File: config.mk
export PLATFORM = sky130hd
export DESIGN_NAME = pwrseq_ctrl
export DESIGN_NICKNAME = d
export VERILOG_FILES = /design/src/rtl/pwrseq_pkg.sv /design/src/rtl/pwrseq_timer.sv /design/src/rtl/pwrseq_fsm.sv /design/src/rtl/pwrseq_outdec.sv /design/src/rtl/pwrseq_ctrl.sv
export SDC_FILE = /design/constraint.sdc
export NUM_CORES = 1
export LEC_CHECK = 0
export ABC_AREA = 1
export ABC_CLOCK_PERIOD_IN_PS = 1690
export BUFFER_PORTS_ARGS = -buffer_cell sky130_fd_sc_hd__buf_2
export CAP_MARGIN = 20
export CORE_ASPECT_RATIO = 0.8
export CORE_MARGIN = 5
export CORE_UTILIZATION = 45
export DETAILED_ROUTE_END_ITERATION = 8
export SKIP_CTS_REPAIR_TIMING = 1
export SKIP_LAST_GASP = 1
export SLEW_MARGIN = 20
export SYNTH_ARGS = -nofsm -noshare
export SYNTH_HDL_FRONTEND = slang
export SYNTH_SLANG_ARGS = --single-unit
export TNS_END_PERCENT = 5
File: constraint.sdc
create_clock -name clk -period 1.69 [get_ports clk]
set_input_delay 0.338 -clock clk [delete_from_list [all_inputs] [get_ports clk]]
set_output_delay 0.338 -clock clk [all_outputs]
set_load 0.02 [all_outputs]
File: src/rtl/pwrseq_pkg.sv
package pwrseq_pkg;
  typedef enum logic [2:0] {
    ST_QUIET = 3'd0,
    ST_LOAD  = 3'd1,
    ST_INIT  = 3'd2,
    ST_RUN   = 3'd3,
    ST_HOLD  = 3'd4,
    ST_SWAP  = 3'd5
  } seq_state_e;

  typedef struct packed {
    logic out_disable;
    logic pullup_en;
    logic jtag_en;
    logic copy_req;
    logic reg_init;
    logic ready;
  } pin_ctl_t;
endpackage

File: src/rtl/pwrseq_timer.sv
module pwrseq_timer #(
  parameter int unsigned LIMIT = 25000
) (
  input  logic clk,
  input  logic rst_n,
  input  logic run,
  output logic expired
);
  localparam int unsigned CW = (LIMIT > 2) ? $clog2(LIMIT) : 1;
  localparam logic [CW-1:0] LAST = CW'(LIMIT - 1);

  logic [CW-1:0] cnt_q, cnt_d;

  always_comb begin
    if (run) cnt_d = cnt_q + 1'b1;
    else     cnt_d = '0;
  end

  always_ff @(posedge clk or negedge rst_n) begin
    if (!rst_n) cnt_q <= '0;
    else        cnt_q <= cnt_d;
  end

  assign expired = run && (cnt_q == LAST);
endmodule

File: src/rtl/pwrseq_fsm.sv
module pwrseq_fsm
  import pwrseq_pkg::*;
(
  input  logic       clk,
  input  logic       rst_n,
  input  logic       supply_ok,
  input  logic       erased,
  input  logic       reconf_req,
  input  logic       copy_done,
  input  logic       expired,
  output seq_state_e state_q
);
  seq_state_e state_d;

  always_comb begin
    state_d = state_q;
    if (!supply_ok) begin
      state_d = ST_QUIET;
    end else begin
      unique case (state_q)
        ST_QUIET: state_d = ST_LOAD;
        ST_LOAD, ST_SWAP: begin
          if (copy_done)    state_d = erased ? ST_HOLD : ST_INIT;
          else if (expired) state_d = ST_HOLD;
        end
        ST_INIT: state_d = ST_RUN;
        ST_RUN:  if (reconf_req) state_d = ST_SWAP;
        ST_HOLD: if (reconf_req) state_d = ST_SWAP;
        default: state_d = ST_QUIET;
      endcase
    end
  end

  always_ff @(posedge clk or negedge rst_n) begin
    if (!rst_n) state_q <= ST_QUIET;
    else        state_q <= state_d;
  end
endmodule

File: src/rtl/pwrseq_outdec.sv
module pwrseq_outdec
  import pwrseq_pkg::*;
(
  input  seq_state_e state,
  output pin_ctl_t   ctl
);
  always_comb begin
    ctl = '{out_disable: 1'b1, pullup_en: 1'b1, jtag_en: 1'b1,
            copy_req: 1'b0, reg_init: 1'b0, ready: 1'b0};
    unique case (state)
      ST_QUIET: ctl.jtag_en = 1'b0;
      ST_LOAD, ST_SWAP: ctl.copy_req = 1'b1;
      ST_INIT: ctl.reg_init = 1'b1;
      ST_RUN: begin
        ctl.out_disable = 1'b0;
        ctl.pullup_en   = 1'b0;
        ctl.ready       = 1'b1;
      end
      default: ;
    endcase
  end
endmodule

File: src/rtl/pwrseq_ctrl.sv
module pwrseq_ctrl
  import pwrseq_pkg::*;
#(
  parameter int unsigned TIMEOUT_CYC = 25000
) (
  input  logic clk,
  input  logic rst_n,
  input  logic supply_ok,
  input  logic erased,
  input  logic reconf_req,
  input  logic copy_done,
  output logic out_disable,
  output logic pullup_en,
  output logic jtag_en,
  output logic copy_req,
  output logic reg_init,
  output logic ready
);
  seq_state_e state;
  pin_ctl_t   ctl;
  logic       copying;
  logic       expired;

  assign copying = (state == ST_LOAD) || (state == ST_SWAP);

  pwrseq_timer #(.LIMIT(TIMEOUT_CYC)) u_timer (
    .clk     (clk),
    .rst_n   (rst_n),
    .run     (copying),
    .expired (expired)
  );

  pwrseq_fsm u_fsm (
    .clk        (clk),
    .rst_n      (rst_n),
    .supply_ok  (supply_ok),
    .erased     (erased),
    .reconf_req (reconf_req),
    .copy_done  (copy_done),
    .expired    (expired),
    .state_q    (state)
  );

  pwrseq_outdec u_dec (
    .state (state),
    .ctl   (ctl)
  );

  assign out_disable = ctl.out_disable;
  assign pullup_en   = ctl.pullup_en;
  assign jtag_en     = ctl.jtag_en;
  assign copy_req    = ctl.copy_req;
  assign reg_init    = ctl.reg_init;
  assign ready       = ctl.ready;
endmodule

==> impl.org, run 1 <==
** Run status
- Run status :: finished clean

** Pwr
- Summed over all cells, the static leakage comes to 0.6178 nW.
- Clock network fraction of total power :: 22.2%
- Proportion of power drawn by combinational gates :: 24.4%
- Summed over all nets, the switching power comes to 0.2964 mW.
- In this run switching power makes up 32.32% of total power.
- Across the VDD grid, the largest voltage drop is 401.4 uV.
- Cell internal power was estimated by the tool at 0.6208 mW.
- Power share of the sequential group :: 53.4%
- Cell area power density :: 771.6 nW/um^2

** Route
- First-pass iteration count of the detailed router :: 4
- For this block, the initial DRC count from the detailed router was 125.
- For this block, the routed nets add up to 2183 um of wire.
- For this block, wires on met1 add up to 1161 um.
- In the detailed route, the total length drawn on met3 is 126 um.
- The detail route stage leaves a number of antenna-violating nets equal to 0.
- Average wire per cell in the routed design :: 11.67 um
- DRC :: 0
- Vias per cell :: 4.759
- Summed over all nets, wire length on met2 after detailed routing comes to 884 um.
- Top routing layer used :: met4
- Summing over every cut layer, the via total after detailed routing is 890.

** Yosys
- Synthesis instantiated 24 different standard cells from the library.
- Each instance of the synthesized netlist takes up on average 7.235 um^2.
- Share of synthesized area occupied by flip-flops and latches :: 42.35%
- For this run, the number of Yosys warnings is 0.
- The synthesized design contains 18 register bits.
- Mapped Nets :: 154
- Total standard cell area after synthesis :: 1064 um^2
- Number of instances in the synthesized netlist :: 147

** Critical path
- Critical path data required time :: 1.35 ns
- Broken down by cell family, the worst path's largest delay share belongs to flip-flops.
- In this run the worst path has a maximum fanout of 5.
- R2R setup slack :: 0.28 ns
- Cell-by-cell trace of the critical path :: nor3_1 -> buf_2
- Worst EP arrival :: 1.25 ns
- STA classifies the critical path startpoint as a flip-flop.
- The number of buffers and inverters on the critical path is 1.
- The worst setup path is captured at an output pin.
- Among all stages on the critical path, the largest delay is contributed by dfrtp_1.
- By startpoint and endpoint, the worst setup path is classified as reg2out.
- On the worst path, the slowest cell contributes a delay of 0.46 ns.

** CTS
- Total clock buffers created by CTS :: 3
- After clock tree synthesis, the clock-pin slew on the worst setup and hold paths is 0.10 ns.
- The cell sitting at the root of the clock tree is a clkbuf_4.
- Max Root-Sink Buffers :: 2
- At the later pin of the worst-skew pair, clock insertion delay measures 0.29 ns.
- TritonCTS built the clock tree.
- Total number of clock tree sinks :: 18
- In this run the number of H-tree levels came out at 1.

** Global routing
- The first global-routing pass estimated 3760 um of wire.
- Number of global-route vias before repair :: 829
- GRT Util Overall :: 14.71%
- Number of antenna violations at the first check in global routing :: 0
- Entering global routing, the biggest net connects 19 pins.
- Total congestion overflow :: 0

** Worst hold path
- The tightest min-delay check is of the in2reg type.

** Run
- Max-cap violations in this run came to 0.

** Place
- DP Area :: 1131 um^2
- At the end of routability-driven placement, the weighted congestion stood at 0.8355.
- After legalization and detailed placement, the total HPWL measured 1706 um.
- During placement, the flow inserted port buffers numbering 11.

** Timing
- Static timing analysis puts the maximum clock frequency at 631.0 MHz.
- Finish-stage setup viols :: 0
- RSZ-0062 raised after global routing :: false
- Minimum clock period :: 1.585 ns
- After routing, the total negative slack on setup checks comes to 0 ns.
- Number of pins exceeding their max-slew limit in the final report :: 0
- Relative max-transition margin :: 72.84%
- Across the routed clock network, the largest skew measured is 0.008360 ns.
- Worst slack on hold paths :: 0.3107 ns
- For the pin with the worst max-slew slack, the measured transition is 0.4075 ns.
- The count of final hold-check violations was 0.
- Part of the cycle the worst path needs :: 93.78%

** Die
- The die covers 3441 um^2.
- Die H :: 53.48 um
- Io pins :: 12
- The die is 64.35 um wide.
- FP Rows :: 15
- Initial Util :: 48.02%
- The core region is 2215 um^2.

** Final layout
- Post-route cell area :: 1189 um^2
- Final-layout fill cell count :: 214
- Area Overhead vs Synth :: 11.76%
- In the layout the commonest cells are nand2_1, nor2_1, dfrtp_1, inv_1, buf_2.
- Cells with a size suffix above 1 make up 21.60% of the layout.
- The final layout contains 171 nets.
- Most frequent standard cell in the layout excluding fill and tap cells :: nand2_1
- Number of diodes added for antenna fixing :: 0
cell usage after synthesis (all sizes together):
| master | number | area (um^2) |
|---|---|---|
| nand4 | 2 | 12.51 |
| inv | 21 | 78.83 |
| dfrtp | 18 | 450.4 |
| xor2 | 1 | 8.760 |
| o21ai | 6 | 30.03 |
| buf | 2 | 18.77 |
| a211oi | 1 | 7.510 |
| ha | 1 | 12.51 |
| o21bai | 1 | 7.510 |
| nand2 | 39 | 168.9 |
| nor2 | 35 | 151.4 |
| nand3 | 8 | 45.04 |
| nor3 | 8 | 50.05 |
| or2 | 1 | 6.260 |
| a21oi | 3 | 15.01 |
worst reg2reg max path: cells and delay by family, from the launching register on:
kind | cells | cell delay, ns
adder cells (fa/ha/maj) | 1 | 0.23
AND/OR/NAND/NOR | 8 | 0.63
buffers and inverters | 1 | 0.08
flip-flops | 1 | 0.39
layer usage:
layer  vias up  track usage [%]
met5         -                0
met4         0            3.158
met3         2            5.732
met2        20            21.40
met1       379            20.47
li1        489                -
worst paths after layout:
check	startpoint	endpoint	cells past startpoint
worst min register to register	u_timer.cnt_q[0]$_DFF_PN0_	u_timer.cnt_q[0]$_DFF_PN0_	1
worst min-delay path	supply_ok	u_fsm.state_q[1]$_DFFE_PN0P_	3
worst max-delay path	u_fsm.state_q[0]$_DFFE_PN0P_	reg_init	2
min in group asynchronous	rst_n	u_timer.cnt_q[11]$_DFF_PN0_	2
max in group asynchronous	rst_n	u_timer.cnt_q[3]$_DFF_PN0_	2
worst max register to register	u_timer.cnt_q[0]$_DFF_PN0_	u_fsm.state_q[1]$_DFFE_PN0P_	10
registers in the layout, summed over array words and instances, names as in the netlist:
name / cells
u_fsm.state_q: 3
u_timer.cnt_q: 15
through the flow:
step | setup slack (ns) | total power [mW] | util [%] | std cells
floorplan | 0.3951 | 0.6424 | - | 147
detailed placement | 0.2701 | 0.6934 | 51.07 | 181
finish | 0.1052 | 0.9172 | 53.67 | 187
CTS | -0.04499 | 0.9082 | 52.09 | 184
global placement | 0.3222 | 0.6916 | 51.07 | 181
global route | 0.03366 | 1.000 | 53.67 | 187
power groups by stage:
stage / clock [mW] / combinational (mW) / sequential, mW
6_report: 0.203 / 0.224 / 0.490
3_3_place_gp: 0 / 0.197 / 0.495
3_5_place_dp: 0 / 0.197 / 0.496
2_1_floorplan: 0 / 0.153 / 0.490
5_1_grt: 0.248 / 0.259 / 0.494
4_1_cts: 0.221 / 0.199 / 0.488
final cells by class:
cell class / count / area (um^2) / area share [%]
multi-input combinational: 106 / 520.5 / 43.79
timing repair buffer: 14 / 80.08 / 6.737
tap: 25 / 31.28 / 2.632
sequential: 18 / 450.4 / 37.89
clock buffer: 3 / 22.52 / 1.895
inverter: 21 / 83.83 / 7.053
cells by family after synthesis:
logic type | synth area share, %
buffers and inverters | 9.177
adder cells (fa/ha/maj) | 1.176
AO/OA/AOI/OAI | 5.647
XOR/XNOR | 0.8237
AND/OR/NAND/NOR | 40.82
flip-flops | 42.35
Power figures use the tool's default switching activity.
==> run 2, diff against run 1 <==
Settings changed: ABC_CLOCK_PERIOD_IN_PS 1690 to 1800.
Clock period 1.69 ns to 1.8 ns, I/O delays scaled along.
==> impl.org, run 2 (synthesized netlist as in run 1, its figures left out) <==
** Final layout
- Area Overhead vs Synth :: 9.647%
- The count of cells in the finished layout, fillers not included, comes to 185.
- Most frequent cells in the layout :: nand2_1, nor2_1, dfrtp_1, inv_1, buf_2
- Top reg by flops :: u_timer.cnt_q
- In the final layout, the registers with the most flip-flops are u_timer.cnt_q (15), u_fsm.state_q (3).
- Share of post-route cells with drive strength above 1 :: 20.63%
- The register with the most flip-flops in the layout has 15 of them.
- At the end of the flow, the number of nets in the layout was 169.
- Most frequent standard cell in the layout excluding fill and tap cells :: nand2_1
- 0 antenna diodes ended up in the layout.

** CTS
- Max Root-Sink Buffers :: 2
- Source-to-sink clock delay at the later pin of the worst-skew pair :: 0.29 ns
- Clk pin slew, worst setup/hold paths :: 0.11 ns
- TritonCTS clock tree :: built
- CTS built an H-tree with a depth of 1.
- Clock tree synthesis found a total of 18 sinks.
- Clock tree synthesis inserted a total of 3 buffers.
- Clock root cell :: clkbuf_4

** Global routing
- The first global-routing pass estimated 3553 um of wire.
- Total congestion overflow :: 0
- GRT Util Overall :: 13.89%
- Number of antenna violations at the first check in global routing :: 0
- The via count of the first global-routing pass is 804.
- Entering global routing, the biggest net connects 19 pins.

** Critical path
- Worst-path maximum fanout :: 11
- In this run the critical register-to-register path is launched from u_timer.cnt_q[0]$_DFF_PN0_.
- Cell count of the worst reg-to-reg path :: 10
- Worst EP arrival :: 1.34 ns
- CP endpoint kind :: output pin
- Start-to-end type of the worst setup path :: reg2out
- Critical path data required time :: 1.44 ns
- The endpoint identified for the worst register-to-register timing path is u_fsm.state_q[1]$_DFFE_PN0P_.
- Setup slack on the worst reg-to-reg path comes out at 0.42 ns.
- The worst setup path is launched from a flip-flop.

** Pwr
- Leak :: 0.6078 nW
- Cell area power density :: 727.3 nW/um^2
- Largest voltage drop on the vdd net :: 365.9 uV
- Total Power Consumption :: 0.8481 mW

** Route
- For this run, design rule violations remaining after detail routing come to 0.
- First-pass iteration count of the detailed router :: 4
- First DRT Iteration DRCs :: 43
- Vias per cell :: 4.919
- The final layout contains routed wiring with a total length of 2118 um.
- Average wire per cell in the routed design :: 11.45 um
- Via Count :: 910
- The count of nets left with antenna violations once routing finished came out at 0.

** Timing
- For the pin with the worst max-slew slack, the measured transition is 0.4082 ns.
- Final hold violation count :: 0
- Based on the critical path, the design can be clocked at up to 588.6 MHz.
- In the final timing run, aggregate negative setup slack is 0 ns.
- On the final layout, the worst hold slack is 0.3148 ns.
- Part of the cycle the worst path needs :: 94.39%
- Number of pins exceeding their max-slew limit in the final report :: 0
- After layout, the minimum clock period comes to 1.699 ns.
- Between clock sinks in the finished design, the worst skew comes to 0.01082 ns.
- The worst pin sits at a relative slew slack of 72.79%.
- Finish-stage setup viols :: 0
- RSZ-0062 raised after global routing :: false

** Place
- After legalization and detailed placement, the total HPWL measured 1641 um.
- Number of port buffers :: 11
- # placed instances :: 181
- The congestion estimate from routability-driven global placement came to 0.7700.

** Worst hold path
- Along the worst hold path, the cell count comes to 3.
- Startpoint of the lowest-slack hold path :: supply_ok
- Worst hold path type :: in2reg
- Hold Path End :: u_fsm.state_q[1]$_DFFE_PN0P_

** Die
- 12 I/O pins were placed.
- FP Rows :: 15
- The die covers 3441 um^2.
- Die Wd :: 64.35 um
- Initial Util :: 48.02%
- Area of the core region :: 2215 um^2
- Die H :: 53.48 um

** Run status
- The flow ran to the end, and the final reports show no timing, DRC or antenna violations.

** Run
- Max Cap Violations :: 0
==> run 2: how the worst max path moves through the flow <==
| stage | startpoint | end | slack, ns | cells past startpoint |
|---|---|---|---|---|
| 6_report | u_fsm.state_q[1]$_DFFE_PN0P_ | copy_req | 0.10 | 4 |
| 5_1_grt | u_fsm.state_q[1]$_DFFE_PN0P_ | copy_req | 0.007 | 4 |
| 4_1_cts | u_fsm.state_q[1]$_DFFE_PN0P_ | copy_req | 0.05 | 4 |
| 3_5_place_dp | u_fsm.state_q[1]$_DFFE_PN0P_ | copy_req | 0.38 | 4 |
| 3_3_place_gp | u_fsm.state_q[1]$_DFFE_PN0P_ | copy_req | 0.42 | 4 |
| 2_1_floorplan | u_fsm.state_q[0]$_DFFE_PN0P_ | reg_init | 0.48 | 1 |
==> run 2: cell type report <==
| type | instances | area (um^2) |
|---|---|---|
| fill | 220 | 1049 |
| multi-input combinational | 106 | 515.5 |
| sequential | 18 | 450.4 |
| inverter | 21 | 81.33 |
| timing repair buffer | 12 | 65.06 |
| tap | 25 | 31.28 |
| clock buffer | 3 | 22.52 |
==> run 2: critical path, stage by stage, from the launching register on <==
cell and delay, ns:
dfrtp_1 0.43, inv_1 0.10, nand2_2 0.17, inv_4 0.17, buf_2 0.18
==> run 2: power breakdown <==
group	switching, mW	total [mW]	internal, mW
Sequential	0.0299	0.459	0.429
Clock	0.122	0.200	0.0779
Combinational	0.130	0.189	0.0593
Total	0.282	0.848	0.566
==> run 2: layer usage <==
layer	GRT usage (%)	vias to the layer above	wire length (um)
met5	0	-	0
met4	2.105	0	10
met3	5.308	2	106
met2	20.89	16	846
met1	19.20	406	1155
li1	-	486	-
==> run 2: per-stage QoR <==
step	utilization (%)	setup WS [ns]	cell area (um^2)
global route	52.66	0.007382	1166
CTS	52.09	0.04893	1154
floorplan	-	0.4831	1064
detailed placement	51.07	0.3830	1131
global placement	51.07	0.4173	1131
finish	52.66	0.1009	1166
==> run 3, diff against run 2 <==
Settings changed: BUFFER_PORTS_ARGS -buffer_cell sky130_fd_sc_hd__buf_2 to unset, DONT_BUFFER_PORTS set to 1.
==> impl.org, run 3 (synthesized netlist as in run 1, its figures left out) <==
** Die
- The die covers 3441 um^2.
- Measured along the y axis, the die boundary spans 53.48 um.
- Io pins :: 12
- Area of the core region :: 2215 um^2
- The initial utilization of the core area, before any placement, comes to 48.02%.
- The floorplan step set the die width to 64.35 um.
- FP Rows :: 15

** Final layout
- The repair_antennas step left the layout with diodes totalling 0.
- Most frequent cells in the layout :: nand2_1, nor2_1, dfrtp_1, inv_1
- Most frequent standard cell in the layout excluding fill and tap cells :: nand2_1
- Counting flops per register, the top entry is u_timer.cnt_q.
- Of the cells placed in the final design, the portion with a size suffix greater than 1 is 16.45%.
- Flip-flop count of the largest register after layout :: 15
- The final layout contains 160 nets.
- Relative to the synthesized area, the layout overhead comes to 6.941%.
- The largest registers in the layout are u_timer.cnt_q (15), u_fsm.state_q (3).

** Pwr
- The clock network accounts for 29.0% of the total power.
- Leak :: 0.5807 nW
- IR analysis of the VDD net gives a maximum drop of 522.6 uV.
- Total net switching power :: 0.2848 mW
- Combinational logic is responsible for 19.1% of the overall power.
- Switching fraction of total power :: 32.28%
- Registers are responsible for 52.0% of the overall power.
- In this run the power density over the cells is 775.8 nW/um^2.
- Cell-internal power :: 0.5975 mW

** Critical path
- Walking the worst path, the cells encountered are inv_1 -> nand2_2 -> inv_2.
- Data arrives at the worst endpoint at 1.26 ns.
- Slowest Stage Delay on Critical Path :: 0.44 ns
- Cell count of the worst reg-to-reg path :: 10
- In this run the critical register-to-register path is captured at u_fsm.state_q[1]$_DFFE_PN0P_.
- Data on the critical path is required at its endpoint by 1.44 ns.
- The critical path is of the reg2out type.
- The worst register-to-register path has a setup slack of 0.40 ns.
- STA classifies the critical path startpoint as a flip-flop.
- Standard cell with the maximum stage delay on the critical path :: dfrtp_1
- Tracing the worst setup path back leads to its startpoint at u_fsm.state_q[1]$_DFFE_PN0P_.
- Worst-path maximum fanout :: 11
- The worst setup path is captured at an output pin.
- Reg-to-Reg Start :: u_timer.cnt_q[0]$_DFF_PN0_

** Global routing
- First-pass GRT wire length :: 3567 um
- Entering global routing, the biggest net connects 19 pins.
- Number of global-route vias before repair :: 813
- After global routing the overflow that remains totals 0.
- The initial antenna violation count was 0.
- GRT Util Overall :: 13.78%

** Route
- Final WL :: 2105 um
- Once detail routing completed, the nets flagged for antenna violations numbered 0.
- After detailed routing, the average wire length per cell comes to 11.89 um.
- DRC :: 0
- First-pass iteration count of the detailed router :: 4
- The first routing iteration left 61 violations.
- Detailed routing inserted a total of 903 vias.
- Vias per cell :: 5.102

** Timing
- Minimum clock period :: 1.624 ns
- Relative max-transition margin :: 46.52%
- Across all setup checks in the final design, the least slack found is 0.1765 ns.
- Setup violations remaining at the end of the flow were counted as 0.
- Worst clock skew :: 0.008336 ns
- Number of pins exceeding their max-slew limit in the final report :: 0
- Timing would allow up to 616.0 MHz.
- The count of final hold-check violations came to 0.
- Part of the cycle the worst path needs :: 90.19%
- Setup repair after global routing left no endpoint under its margin.
- Final TNS setup :: 0 ns
- Actual slew at the worst max-slew pin :: 0.7995 ns

** CTS
- Total clock buffers created by CTS :: 3
- Clk pin slew, worst setup/hold paths :: 0.11 ns
- Max Root-Sink Buffers :: 2
- Clock latency on the worst-skew pair, taken at its later pin, is 0.30 ns.
- For this design, the sink count on the clock tree is 18.
- TritonCTS built the clock tree.
- H-tree levels :: 1
- Clock root cell :: clkbuf_4

** Worst hold path
- The worst hold path begins at supply_ok.
- Worst hold path type :: in2reg
- Hold Path End :: u_fsm.state_q[1]$_DFFE_PN0P_
- Number of cells traversed by the worst hold path :: 2

** Place
- Post-detailed-placement half-perimeter wirelength :: 1583 um
- Pre-CTS setup slack :: 0.3980 ns
- At the end of routability-driven placement, the weighted congestion stood at 0.7752.
- Number of port buffers :: 0

** Run
- Max-cap violations in this run came to 0.

** Run status
- The run finished with clean final reports.
[run 3: cell count changes in the layout (fill, tap and decap cells not counted), sizes merged]
cell / before / now
buf: 11 / 2
clkbuf: 3 / 4
[run 3: final cells by class]
cell class	instances	area (um^2)
inverter	21	78.83
fill	218	1077
clock buffer	4	36.28
sequential	18	450.4
timing repair buffer	3	25.02
multi-input combinational	106	515.5
tap	25	31.28
[run 3: worst max path at each step]
stage / endpoint / slack, ns / cells after the start
after detailed placement: u_fsm.state_q[2]$_DFFE_PN0P_ / 0.40 / 10
after CTS: copy_req / 0.17 / 3
after global placement: u_fsm.state_q[2]$_DFFE_PN0P_ / 0.42 / 10
after global routing: copy_req / 0.08 / 3
after floorplan: reg_init / 0.48 / 1
final: copy_req / 0.18 / 3
[run 3: through the flow]
stage               cell area [um^2]  power (mW)  hold slack (ns)  std cells  util, %
floorplan                       1064      0.6031          0.06441        147        -
global placement                1091      0.6231          0.06494        172    49.27
detailed placement              1091      0.6273          0.06496        172    49.27
CTS                             1127      0.8847          -0.2684        176    50.90
global route                    1137      0.9401           0.2059        177    51.36
finish                          1137      0.8823           0.1971        177    51.36
[run 3: power groups by stage]
stage / clock, mW / sequential, mW / combinational (mW)
final: 0.256 / 0.458 / 0.168
after CTS: 0.265 / 0.458 / 0.162
after global placement: 0 / 0.464 / 0.159
after global routing: 0.284 / 0.462 / 0.194
after detailed placement: 0 / 0.466 / 0.161
after floorplan: 0 / 0.460 / 0.143
[run 3: layer usage]
| layer | GRT usage [%] | vias to the layer above | routed length [um] |
|---|---|---|---|
| met5 | 0 | - | 0 |
| met4 | 3.158 | 0 | 12 |
| met3 | 5.096 | 2 | 106 |
| met2 | 20.89 | 21 | 913 |
| met1 | 18.60 | 410 | 1071 |
| li1 | - | 470 | - |
[run 3: critical path: cells and delay by family (launching register included)]
family | cells | cell delay, ns
flip-flops | 1 | 0.44
AND/OR/NAND/NOR | 1 | 0.15
buffers and inverters | 2 | 0.37
